File: src/rtl/txw_pkg.sv
package txw_pkg;
   typedef enum logic [1:0] {
      MODE_RX      = 2'd0,
      MODE_TX      = 2'd1,
      MODE_HOLDOFF = 2'd2
   } txw_mode_e;
endpackage

File: src/rtl/txw_req_sync.sv
module txw_req_sync #(
   parameter int   STAGES    = 2,
   parameter logic RESET_VAL = 1'b1
) (
   input  logic clk,
   input  logic rst_n,
   input  logic d,
   output logic q
);
   logic [STAGES-1:0] sr;

   generate
      if (STAGES < 1) begin : g_bad
         $error("txw_req_sync: STAGES must be at least 1");
      end
      if (STAGES == 1) begin : g_single
         always_ff @(posedge clk or negedge rst_n) begin
            if (!rst_n) sr <= RESET_VAL;
            else        sr <= d;
         end
      end else begin : g_chain
         always_ff @(posedge clk or negedge rst_n) begin
            if (!rst_n) sr <= {STAGES{RESET_VAL}};
            else        sr <= {sr[STAGES-2:0], d};
         end
      end
   endgenerate

   assign q = sr[STAGES-1];
endmodule

File: src/rtl/txw_tx_timer.sv
module txw_tx_timer #(
   parameter int LONG_CYCLES  = 11059200,
   parameter int SHORT_CYCLES = 5397
) (
   input  logic clk,
   input  logic rst_n,
   input  logic run,
   input  logic short_sel,
   output logic expired
);
   localparam int W = $clog2(LONG_CYCLES + 1);
   localparam logic [W-1:0] LONG_LAST  = W'(LONG_CYCLES - 1);
   localparam logic [W-1:0] SHORT_LAST = W'(SHORT_CYCLES - 1);

   generate
      if (SHORT_CYCLES < 1 || SHORT_CYCLES > LONG_CYCLES) begin : g_bad
         $error("txw_tx_timer: SHORT_CYCLES must lie in 1..LONG_CYCLES");
      end
   endgenerate

   logic [W-1:0] cnt;
   logic [W-1:0] last;

   assign last    = short_sel ? SHORT_LAST : LONG_LAST;
   assign expired = run && (cnt >= last);

   always_ff @(posedge clk or negedge rst_n) begin
      if (!rst_n)         cnt <= '0;
      else if (!run)      cnt <= '0;
      else if (!expired)  cnt <= cnt + 1'b1;
   end

   assert_fresh_start_R2: assert property (@(posedge clk) disable iff (!rst_n)
      $rose(run) |-> cnt == '0);
endmodule

File: src/rtl/txw_release_qual.sv
module txw_release_qual #(
   parameter int HOLD_CYCLES = 23
) (
   input  logic clk,
   input  logic rst_n,
   input  logic en,
   input  logic req_hi,
   output logic done
);
   localparam int W = $clog2(HOLD_CYCLES + 1);
   localparam logic [W-1:0] LAST = W'(HOLD_CYCLES - 1);

   logic [W-1:0] cnt;

   assign done = en && req_hi && (cnt == LAST);

   always_ff @(posedge clk or negedge rst_n) begin
      if (!rst_n)               cnt <= '0;
      else if (!en || !req_hi)  cnt <= '0;
      else if (cnt != LAST)     cnt <= cnt + 1'b1;
   end

   generate
      if (HOLD_CYCLES < 1) begin : g_bad
         $error("txw_release_qual: HOLD_CYCLES must be at least 1");
      end
      if (HOLD_CYCLES >= 2) begin : g_chk
         assert_release_needs_high_R3: assert property (@(posedge clk) disable iff (!rst_n)
            done |-> $past(req_hi) && $past(en));
      end
   endgenerate
endmodule

File: src/rtl/tx_window_ctrl.sv
module tx_window_ctrl
   import txw_pkg::*;
#(
   parameter int TIMEOUT_CYCLES = 11059200,
   parameter int FAST_CYCLES    = 5397,
   parameter int RELEASE_CYCLES = 23,
   parameter int SYNC_STAGES    = 2
) (
   input  logic clk,
   input  logic rst_n,
   input  logic txreq_n,
   input  logic tst_fast,
   input  logic tst_noauto,
   output logic tx_mode,
   output logic bias_on,
   output logic bias_on_n,
   output logic dac_oe,
   output logic rxd_force_hi
);
   generate
      if (TIMEOUT_CYCLES < 1)  begin : g_bad_tmo $error("TIMEOUT_CYCLES must be positive"); end
      if (RELEASE_CYCLES < 1)  begin : g_bad_rel $error("RELEASE_CYCLES must be positive"); end
      if (SYNC_STAGES < 1)     begin : g_bad_syn $error("SYNC_STAGES must be positive"); end
   endgenerate

   txw_mode_e st, st_nx;
   logic      req_hi_s;
   logic      tmr_expired;
   logic      rel_done;

   txw_req_sync #(.STAGES(SYNC_STAGES), .RESET_VAL(1'b1)) u_sync (
      .clk   (clk),
      .rst_n (rst_n),
      .d     (txreq_n),
      .q     (req_hi_s)
   );

   txw_tx_timer #(.LONG_CYCLES(TIMEOUT_CYCLES), .SHORT_CYCLES(FAST_CYCLES)) u_timer (
      .clk       (clk),
      .rst_n     (rst_n),
      .run       (st == MODE_TX),
      .short_sel (tst_fast),
      .expired   (tmr_expired)
   );

   txw_release_qual #(.HOLD_CYCLES(RELEASE_CYCLES)) u_rel (
      .clk    (clk),
      .rst_n  (rst_n),
      .en     (st == MODE_HOLDOFF),
      .req_hi (req_hi_s),
      .done   (rel_done)
   );

   always_comb begin
      st_nx = st;
      unique case (st)
         MODE_RX:      if (!req_hi_s) st_nx = MODE_TX;
         MODE_TX: begin
            if (req_hi_s)                       st_nx = MODE_RX;
            else if (!tst_noauto && tmr_expired) st_nx = MODE_HOLDOFF;
         end
         MODE_HOLDOFF: if (rel_done) st_nx = MODE_RX;
         default:      st_nx = MODE_RX;
      endcase
   end

   always_ff @(posedge clk or negedge rst_n) begin
      if (!rst_n) st <= MODE_RX;
      else        st <= st_nx;
   end

   assign tx_mode      = (st == MODE_TX);
   assign bias_on      = tx_mode;
   assign bias_on_n    = ~tx_mode;
   assign dac_oe       = tx_mode;
   assign rxd_force_hi = tx_mode;

   assert_enter_tx_R1: assert property (@(posedge clk) disable iff (!rst_n)
      (st == MODE_RX && !req_hi_s) |=> st == MODE_TX);

   assert_holdoff_blocks_tx_R3: assert property (@(posedge clk) disable iff (!rst_n)
      (st == MODE_HOLDOFF) |=> st != MODE_TX);

   assert_noauto_keeps_tx_R8: assert property (@(posedge clk) disable iff (!rst_n)
      (st == MODE_TX && tst_noauto && !req_hi_s) |=> st == MODE_TX);

   assert_release_ends_tx_R10: assert property (@(posedge clk) disable iff (!rst_n)
      (st == MODE_TX && req_hi_s) |=> st == MODE_RX);
endmodule

File: config.mk
export PLATFORM = sky130hd
export DESIGN_NAME = tx_window_ctrl
export DESIGN_NICKNAME = d
export VERILOG_FILES = /design/src/rtl/txw_pkg.sv /design/src/rtl/txw_req_sync.sv /design/src/rtl/txw_tx_timer.sv /design/src/rtl/txw_release_qual.sv /design/src/rtl/tx_window_ctrl.sv
export SDC_FILE = /design/constraint.sdc
export NUM_CORES = 1
export LEC_CHECK = 0
export ABC_AREA = 1
export CORE_ASPECT_RATIO = 1.75
export CORE_UTILIZATION = 40
export DETAILED_ROUTE_END_ITERATION = 6
export DONT_BUFFER_PORTS = 1
export HOLD_SLACK_MARGIN = 0.15
export PLACE_DENSITY = 0.54
export SETUP_SLACK_MARGIN = 0.1
export SLEW_MARGIN = 20
export SYNTH_ARGS = -nofsm -noshare
export SYNTH_HDL_FRONTEND = slang
export SYNTH_SLANG_ARGS = --single-unit
File: constraint.sdc
create_clock -name clk -period 1.9 [get_ports clk]
set_input_delay 0.19 -clock clk [delete_from_list [all_inputs] [get_ports clk]]
set_output_delay 0.19 -clock clk [all_outputs]
set_load 0.02 [all_outputs]
==> summary.log, run 1 <==
[clocking] Clk Latency, worst-skew pair 0.29 ns
[synthesis] Syn Std Cell Area 2550 sq um
[clocking] CTS Buf Count 5
[outcome] outcome completed
[floorplan] Die Outline Area 6720 sq um
[pwr] leakage power total 1.52 nW
[synthesis] register bit count reported by yosys 33
[timing] clock period minus worst slack 1.78 ns
[synthesis] count of yosys warnings during synthesis 0
[pwr] switching pwr 474 uW
[pwr] sequential group share of total power 45.3%
[place] half-perimeter wire length after detailed placement 5.06 mm
[setup_path] nature of the critical path startpoint register
[clocking] clk buf depth 2
[synthesis] cell count after synthesis 394
[clocking] clock tree from TritonCTS built
[synthesis] distinct cell type count of the synthesized netlist 24
[timing] worst slew pin tran 0.471 ns
[timing] number of hold violations in the final report 0
[layout] final layout net count 444
[detailed_routing] number of nets with antenna violations after routing 0
[floorplan] core region area 6180 sq um
[floorplan] Die Ht 108 microns
[layout] number of diodes 0
[clocking] clock transition at the register clock pins on the worst setup and hold paths after CTS 0.08 ns
[synthesis] Post-Synthesis Net Count 415
[place] count of placed standard cells including taps 485
[setup_path] kind of critical path reg -> reg
[synthesis] number of flops mapped to enable cells by yosys 0
[timing] number of slew-limit violations in the final report 0
[place] number of buffers added on ports 0
[synthesis] share of Yosys cell area claimed by the top area cell type 30.4%
[timing] max_slew headroom 68.6%
[pwr] Internal 1.14 mW
[synthesis] cell type with the largest total area after synthesis sky130_fd_sc_hd__dfrtp_1
[clocking] clock root buffer master sky130_fd_sc_hd__clkbuf_8
[layout] number of non-filler instances in the completed layout 504
[pwr] Clk network pwr share 37.7%
[detailed_routing] routed vias/inst 5.06
[synthesis] share of flip-flops with an asynchronous set or reset after synthesis 100%
[layout] synthesis-to-layout area growth 23.2%
[global_routing] global-route wire length before repair 11.5 mm
[place] setup slack after placement 0.0861 ns
[timing] endpoints failing setup 0
[layout] share of layout cells above drive strength 1 17.5%
[timing] setup repair after global routing missed its margin yes
[detailed_routing] initial detailed-routing violation count 110
[setup_path] kind of end point of the critical path register
[floorplan] number of top-level pins 10
[global_routing] via count of the first global-routing pass 2460
[setup_path] arrival time at the worst endpoint 1.96 ns
[global_routing] total grt overflow 0
[global_routing] largest net degree at the start of global routing 34
[timing] highest achievable clock rate 563 MHz
[detailed_routing] TritonRoute pass-1 iters 4
[synthesis] portion of the post-synthesis area used by sequential elements 32.4%
[pwr] combinational share of power 17.0%
[detailed_routing] detailed-route wire length per cell 14.6 microns
[detailed_routing] total length of routed wires 7.36 mm
[detailed_routing] post-route DRC violation count 0
[synthesis] leading cell types by total area after synthesis sky130_fd_sc_hd__dfrtp_1, sky130_fd_sc_hd__nand2_1, sky130_fd_sc_hd__nor2_1
[clocking] number of H-tree levels 2
[global_routing] All-Layer GR Usage 22.4%
[timing] Worst Slack Setup Final 0.123 ns
[place] placement-stage cell area 2750 sq um
[floorplan] placement row count 38
[flow_run] max-cap violations 0
[synthesis] Most used DFF post-synth sky130_fd_sc_hd__dfrtp_1
[setup_path] top fanout value on the critical path 10
[global_routing] number of antenna violations at the first check in global routing 0
[timing] total negative slack for setup checks 0 ns
[setup_path] required time of the critical path 2.08 ns
[floorplan] Die X-Extent 62.4 microns
[layout] final cell area excluding filler cells 3150 sq um
[timing] share of the clock period used by the worst path after layout 93.5%
[floorplan] Initial Util 41.3%
[place] routability congestion estimate from global placement 0.885
[synthesis] average instance area after synthesis 6.48 sq um
[pwr] Net Sw Frac 29.4%
[clocking] Sink Count 33
[detailed_routing] total via count after detailed routing 2549
[min_path] path type of the worst min-delay path in -> async
[pwr] Pwr Density 513 nW/um^2
[pwr] Peak VDD IR 0.394 mV
[timing] worst-case clock skew 0.00916 ns
-- cells by family (layout without fill, tap and decap cells) --
family,count (synthesis),after routing,share of synthesized area (%)
flops,33,33,32.4
compound gates,15,15,3.04
xor+xnor,14,14,4.80
simple gates,267,268,43.1
fa+ha+maj,16,16,7.84
buf+inv,49,78,8.77
-- path summary, 6_finish.rpt --
path	end	start	depth (start not counted)	slack, ns
min reg2reg	u_sync.sr[1]	u_sync.sr[0]	0	0.36
max	u_timer.cnt[6]	u_timer.cnt[23]	12	0.12
min	u_timer.cnt[0]	rst_n	2	0.36
min in group clk	u_sync.sr[1]	u_sync.sr[0]	0	0.36
max reg2reg	u_timer.cnt[6]	u_timer.cnt[23]	12	0.12
max in group asynchronous	u_sync.sr[1]	rst_n	2	1.28
-- per-stage QoR --
stage / power, mW / hold WS [ns] / utilization (%)
final: 1.61 / 0.358 / 50.9
after CTS: 1.59 / 0.359 / 47.0
after global routing: 1.68 / 0.360 / 50.9
after floorplan: 0.900 / -0.106 / -
after global placement: 0.951 / -0.104 / 44.5
after detailed placement: 0.952 / -0.104 / 44.5
-- flip-flops by register name, summed over array words and instances (netlist names) --
| signal | cells |
|---|---|
| u_timer.cnt | 24 |
| u_rel.cnt | 5 |
| st | 2 |
| u_sync.sr | 2 |
-- Yosys cell counts (2+ instances only) --
| library cell | number |
|---|---|
| sky130_fd_sc_hd__xor2_1 | 9 |
| sky130_fd_sc_hd__buf_6 | 3 |
| sky130_fd_sc_hd__o21ai_0 | 5 |
| sky130_fd_sc_hd__dfrtp_1 | 31 |
| sky130_fd_sc_hd__nand3_1 | 42 |
| sky130_fd_sc_hd__clkbuf_1 | 3 |
| sky130_fd_sc_hd__nand2_1 | 145 |
| sky130_fd_sc_hd__nor2_1 | 65 |
| sky130_fd_sc_hd__nor3_1 | 2 |
| sky130_fd_sc_hd__xnor2_1 | 5 |
| sky130_fd_sc_hd__buf_2 | 2 |
| sky130_fd_sc_hd__buf_4 | 4 |
| sky130_fd_sc_hd__ha_1 | 16 |
| sky130_fd_sc_hd__dfstp_2 | 2 |
| sky130_fd_sc_hd__a21oi_1 | 9 |
| sky130_fd_sc_hd__nor2_2 | 3 |
| sky130_fd_sc_hd__nand2_4 | 2 |
| sky130_fd_sc_hd__inv_1 | 36 |
| sky130_fd_sc_hd__nand4_1 | 5 |
-- repair_timing --
action                                  in CTS  in global routing
resized for setup                            2                 36
cloned                                       0                  3
endpoints found under the hold margin       36                  0
pin swaps                                    0                 12
endpoints found under the setup margin      14                 27
setup buffers                                0                  4
hold buffers                                 4                  0
-- power by group through the flow --
stage	Clock, mW	Sequential, mW	Combinational (mW)
2_1_floorplan	0	0.747	0.153
3_3_place_gp	0	0.748	0.203
3_5_place_dp	0	0.749	0.203
4_1_cts	0.624	0.735	0.231
5_1_grt	0.637	0.732	0.306
6_report	0.609	0.731	0.275
-- critical path: stages (launching register included) --
cell                      delay [ns]
sky130_fd_sc_hd__dfrtp_1        0.42
sky130_fd_sc_hd__ha_4           0.29
sky130_fd_sc_hd__inv_1          0.05
sky130_fd_sc_hd__nor2_2         0.10
sky130_fd_sc_hd__nand3_1        0.10
sky130_fd_sc_hd__nor2_2         0.08
sky130_fd_sc_hd__nand2_1        0.05
sky130_fd_sc_hd__nand2_1        0.07
sky130_fd_sc_hd__inv_2          0.06
sky130_fd_sc_hd__nand2_8        0.14
sky130_fd_sc_hd__nand2_4        0.14
sky130_fd_sc_hd__nand2_1        0.10
sky130_fd_sc_hd__nand2_1        0.05
-- final cells by class --
| class | instances | area, sq um |
|---|---|---|
| Clock buffer | 7 | 96.3 |
| Sequential cell | 33 | 828 |
| Timing Repair Buffer | 33 | 323 |
| Clock inverter | 1 | 5.00 |
| Fill cell | 659 | 3030 |
| Tap cell | 80 | 100 |
| Inverter | 37 | 143 |
| Multi-Input combinational cell | 313 | 1650 |
-- layer usage --
metal | GRT usage [%] | part of all wire (%)
met5 | 0 | 0
met2 | 43.2 | 51
met1 | 23.5 | 40
met4 | 10.5 | 4.6
met3 | 2.97 | 3.6
-- layout by cell type, fill, tap and decap left out, types with 4 or more instances in the layout --
master	Yosys	routed
sky130_fd_sc_hd__xnor2_1	5	5
sky130_fd_sc_hd__nand3_1	42	39
sky130_fd_sc_hd__inv_2	1	4
sky130_fd_sc_hd__nor2_2	3	8
sky130_fd_sc_hd__nand2_1	145	139
sky130_fd_sc_hd__nand2_2	1	4
sky130_fd_sc_hd__a21oi_1	9	7
sky130_fd_sc_hd__xor2_1	9	9
sky130_fd_sc_hd__nand2_4	2	4
sky130_fd_sc_hd__clkbuf_8	0	7
sky130_fd_sc_hd__inv_1	36	32
sky130_fd_sc_hd__buf_4	4	25
sky130_fd_sc_hd__nor2_1	65	58
sky130_fd_sc_hd__ha_1	16	12
sky130_fd_sc_hd__dfrtp_1	31	31
sky130_fd_sc_hd__nand4_1	5	5
sky130_fd_sc_hd__o21ai_0	5	4
(Power assumes the default switching activity.)
==> inputs of run 2 (changes only) <==
CELL_PAD_IN_SITES_DETAIL_PLACEMENT = 1   (was default)
CELL_PAD_IN_SITES_GLOBAL_PLACEMENT = 1   (was default)
PLACE_DENSITY = 0.71   (was 0.54)
==> run 2 against run 1 <==
Register-to-register slack about the same; first-iteration DRC count fell by 58%; sequential share of layout area fell by 1.4 points; clock skew barely moved; clock-buffer cell count is the same; critical path type unchanged.
==> summary.log, run 2 (synthesis gave the netlist of run 1 again) <==
[outcome] outcome completed [unchanged]
[timing] worst-case clock skew 0.00870 ns [was 0.00916 ns]
[min_path] path type of the worst min-delay path reg -> reg [was in -> async]
[detailed_routing] routed vias/inst 5.21 [was 5.06]
[setup_path] nature of the critical path startpoint register [unchanged]
[setup_path] critical-path cell with the highest stage delay sky130_fd_sc_hd__dfrtp_1 [unchanged]
[pwr] Pwr Density 522 nW/um^2 [was 513 nW/um^2]
[timing] clock period minus worst slack 1.79 ns [was 1.78 ns]
[layout] register containing the most flip-flops in the final layout u_timer.cnt [unchanged]
[detailed_routing] met3 wire length 223 microns [was 262 microns]
[pwr] Net Sw Frac 28.3% [was 29.4%]
[setup_path] gate family responsible for the most delay along the worst path simple AND/OR/NAND/NOR gates [unchanged]
[setup_path] setup slack of the worst register-to-register path 0.11 ns [was 0.12 ns]
[layout] synthesis-to-layout area growth 30.1% [was 23.2%]
[detailed_routing] total via count after detailed routing 2661 [was 2549]
[layout] final layout net count 451 [was 444]
[layout] number of inserted filler cells in the final layout 813 [was 659]
[global_routing] number of antenna violations at the first check in global routing 0 [unchanged]
[layout] share of layout cells above drive strength 1 22.3% [was 17.5%]
[detailed_routing] initial detailed-routing violation count 46 [was 110]
[flow_run] max-cap violations 0 [unchanged]
[clocking] clock root buffer master sky130_fd_sc_hd__clkbuf_8 [unchanged]
[setup_path] number of logic stages on the critical path including buffering 11 [was 12]
[min_path] Cells on Worst Hold Path 0
[detailed_routing] met1 routed wirelength after detailed routing 3.16 mm [was 2.98 mm]
[global_routing] All-Layer GR Usage 25.9% [was 22.4%]
[floorplan] Die Ht 108 microns [unchanged]
[timing] worst slew pin tran 0.362 ns [was 0.471 ns]
[detailed_routing] detailed-route wire length per cell 16.8 microns [was 14.6 microns]
[setup_path] Crit path top cell by count sky130_fd_sc_hd__nand2_2 [was sky130_fd_sc_hd__nand2_1]
[layout] top library cells by usage in the layout, fill and taps aside sky130_fd_sc_hd__nand2_1, sky130_fd_sc_hd__nor2_1, sky130_fd_sc_hd__nand3_1 [unchanged]
[clocking] CTS Buf Count 5 [unchanged]
[clocking] Sink Count 33 [unchanged]
[setup_path] kind of end point of the critical path register [unchanged]
[place] placement-stage cell area 2760 sq um [was 2750 sq um]
[place] half-perimeter wire length after detailed placement 6.04 mm [was 5.06 mm]
[setup_path] worst reg-to-reg path cell count 11 [was 12]
[pwr] leakage power total 1.53 nW [was 1.52 nW]
[place] count of placed standard cells including taps 487 [was 485]
[place] routability congestion estimate from global placement 0.873 [was 0.885]
[global_routing] global-route wire length before repair 13.1 mm [was 11.5 mm]
[floorplan] Initial Util 41.3% [unchanged]
[detailed_routing] met2 WL 4.87 mm [was 3.78 mm]
[detailed_routing] total length of routed wires 8.61 mm [was 7.36 mm]
[timing] setup repair after global routing missed its margin yes [unchanged]
[clocking] Clk Latency, worst-skew pair 0.30 ns [was 0.29 ns]
[timing] number of slew-limit violations in the final report 0 [unchanged]
[floorplan] Die X-Extent 62.4 microns [unchanged]
[layout] commonest non-fill, non-tap cell in the layout sky130_fd_sc_hd__nand2_1 [unchanged]
[place] number of buffers added on ports 0 [unchanged]
[pwr] Power, Total 1.73 mW [was 1.61 mW]
[timing] share of the clock period used by the worst path after layout 94.2% [was 93.5%]
[floorplan] placement row count 38 [unchanged]
[floorplan] core region area 6180 sq um [unchanged]
[global_routing] via count of the first global-routing pass 2772 [was 2460]
[timing] Min Hold Slack 0.363 ns [was 0.358 ns]
[timing] total negative slack for setup checks 0 ns [unchanged]
[layout] largest registers in the final layout u_timer.cnt: 24 flops, u_rel.cnt: 5 flops [unchanged]
[detailed_routing] top routing layer in use met4 [unchanged]
[floorplan] number of top-level pins 10 [unchanged]
[setup_path] worst path bufs/invs 1 [was 2]
[timing] max_slew headroom 75.7% [was 68.6%]
[layout] final cell area excluding filler cells 3320 sq um [was 3150 sq um]
[timing] number of hold violations in the final report 0 [unchanged]
[global_routing] total grt overflow 0 [unchanged]
[clocking] clk buf depth 2 [unchanged]
[pwr] Peak VDD IR 0.399 mV [was 0.394 mV]
[global_routing] largest net degree at the start of global routing 34 [unchanged]
[clocking] clock transition at the register clock pins on the worst setup and hold paths after CTS 0.07 ns [was 0.08 ns]
[setup_path] arrival time at the worst endpoint 1.98 ns [was 1.96 ns]
[layout] max reg flops 24 [unchanged]
[setup_path] slowest stage delay, CP 0.42 ns [about the same]
[setup_path] kind of critical path reg -> reg [unchanged]
[clocking] number of H-tree levels 2 [unchanged]
[pwr] combinational share of power 16.8% [was 17.0%]
[detailed_routing] post-route DRC violation count 0 [unchanged]
[setup_path] required time of the critical path 2.09 ns [was 2.08 ns]
[clocking] clock tree from TritonCTS built [unchanged]
[pwr] Internal 1.24 mW [was 1.14 mW]
[detailed_routing] number of nets with antenna violations after routing 0 [unchanged]
[timing] highest achievable clock rate 559 MHz [was 563 MHz]
[setup_path] ordered cell list for the critical path ha_4 > nand2_2 > nor2_2 > nand2_2 > nor2_4 > nand2_4 > nand2_8 > buf_6 > nand2_2 > nand2_1 > nand2_1 [was ha_4 > inv_1 > nor2_2 > nand3_1 > nor2_2 > nand2_1 > nand2_1 > inv_2 > nand2_8 > nand2_4 > nand2_1 > nand2_1]
[layout] number of diodes 0 [unchanged]
[timing] endpoints failing setup 0 [unchanged]
[pwr] switching pwr 491 uW [was 474 uW]
[floorplan] Die Outline Area 6720 sq um [unchanged]
[pwr] sequential group share of total power 42.2% [was 45.3%]
[detailed_routing] TritonRoute pass-1 iters 4 [unchanged]
[setup_path] top fanout value on the critical path 5 [was 10]
[pwr] Clk network pwr share 41.0% [was 37.7%]
[layout] number of non-filler instances in the completed layout 511 [was 504]
run 2: final timing paths:
check,from,end
worst max-delay path,u_timer.cnt[15],st[0]
worst max register to register,u_timer.cnt[15],st[0]
max in group asynchronous,rst_n,u_sync.sr[0]
worst min register to register,u_sync.sr[0],u_sync.sr[1]
worst min-delay path,u_sync.sr[0],u_sync.sr[1]
min in group asynchronous,rst_n,u_timer.cnt[18]
run 2: layout make-up:
type / count / area [sq um] / area share [%]
well taps: 80 / 100 / 3.01
inverters: 37 / 141 / 4.25
clock inverters: 1 / 30.0 / 0.904
clock buffers: 7 / 86.3 / 2.60
multi-input cells: 316 / 1810 / 54.4
repair buffers: 37 / 329 / 9.90
flip-flops and latches: 33 / 828 / 24.9
run 2: power by group through the flow:
stage	combinational (mW)	clock [mW]	sequential, mW
final	0.291	0.711	0.731
after global routing	0.318	0.740	0.733
after CTS	0.263	0.725	0.731
after detailed placement	0.225	0	0.745
after global placement	0.217	0	0.745
after floorplan	0.153	0	0.747
run 2: routing by layer:
metal,track usage [%],vias up
met1,26.5,1289
li1,-,1305
met2,50.5,47
met3,3.18,20
met5,0,-
met4,12.6,0
run 2: through the flow:
stage                     util, %  worst slack [ns]
after floorplan                 -             0.206
after global placement       44.7            0.0417
after detailed placement     44.7           -0.0587
after CTS                    49.8             0.102
after global routing         53.8            0.0193
final                        53.8             0.111
run 2: repair_timing:
action | in CTS | in global routing
pin swaps | 7 | 24
buffers inserted | 3 | 3
gates cloned | 3 | 3
resized for setup | 16 | 44
hold buffers | 4 | 0
endpoints found under the setup margin | 25 | 26
endpoints found under the hold margin | 36 | 0
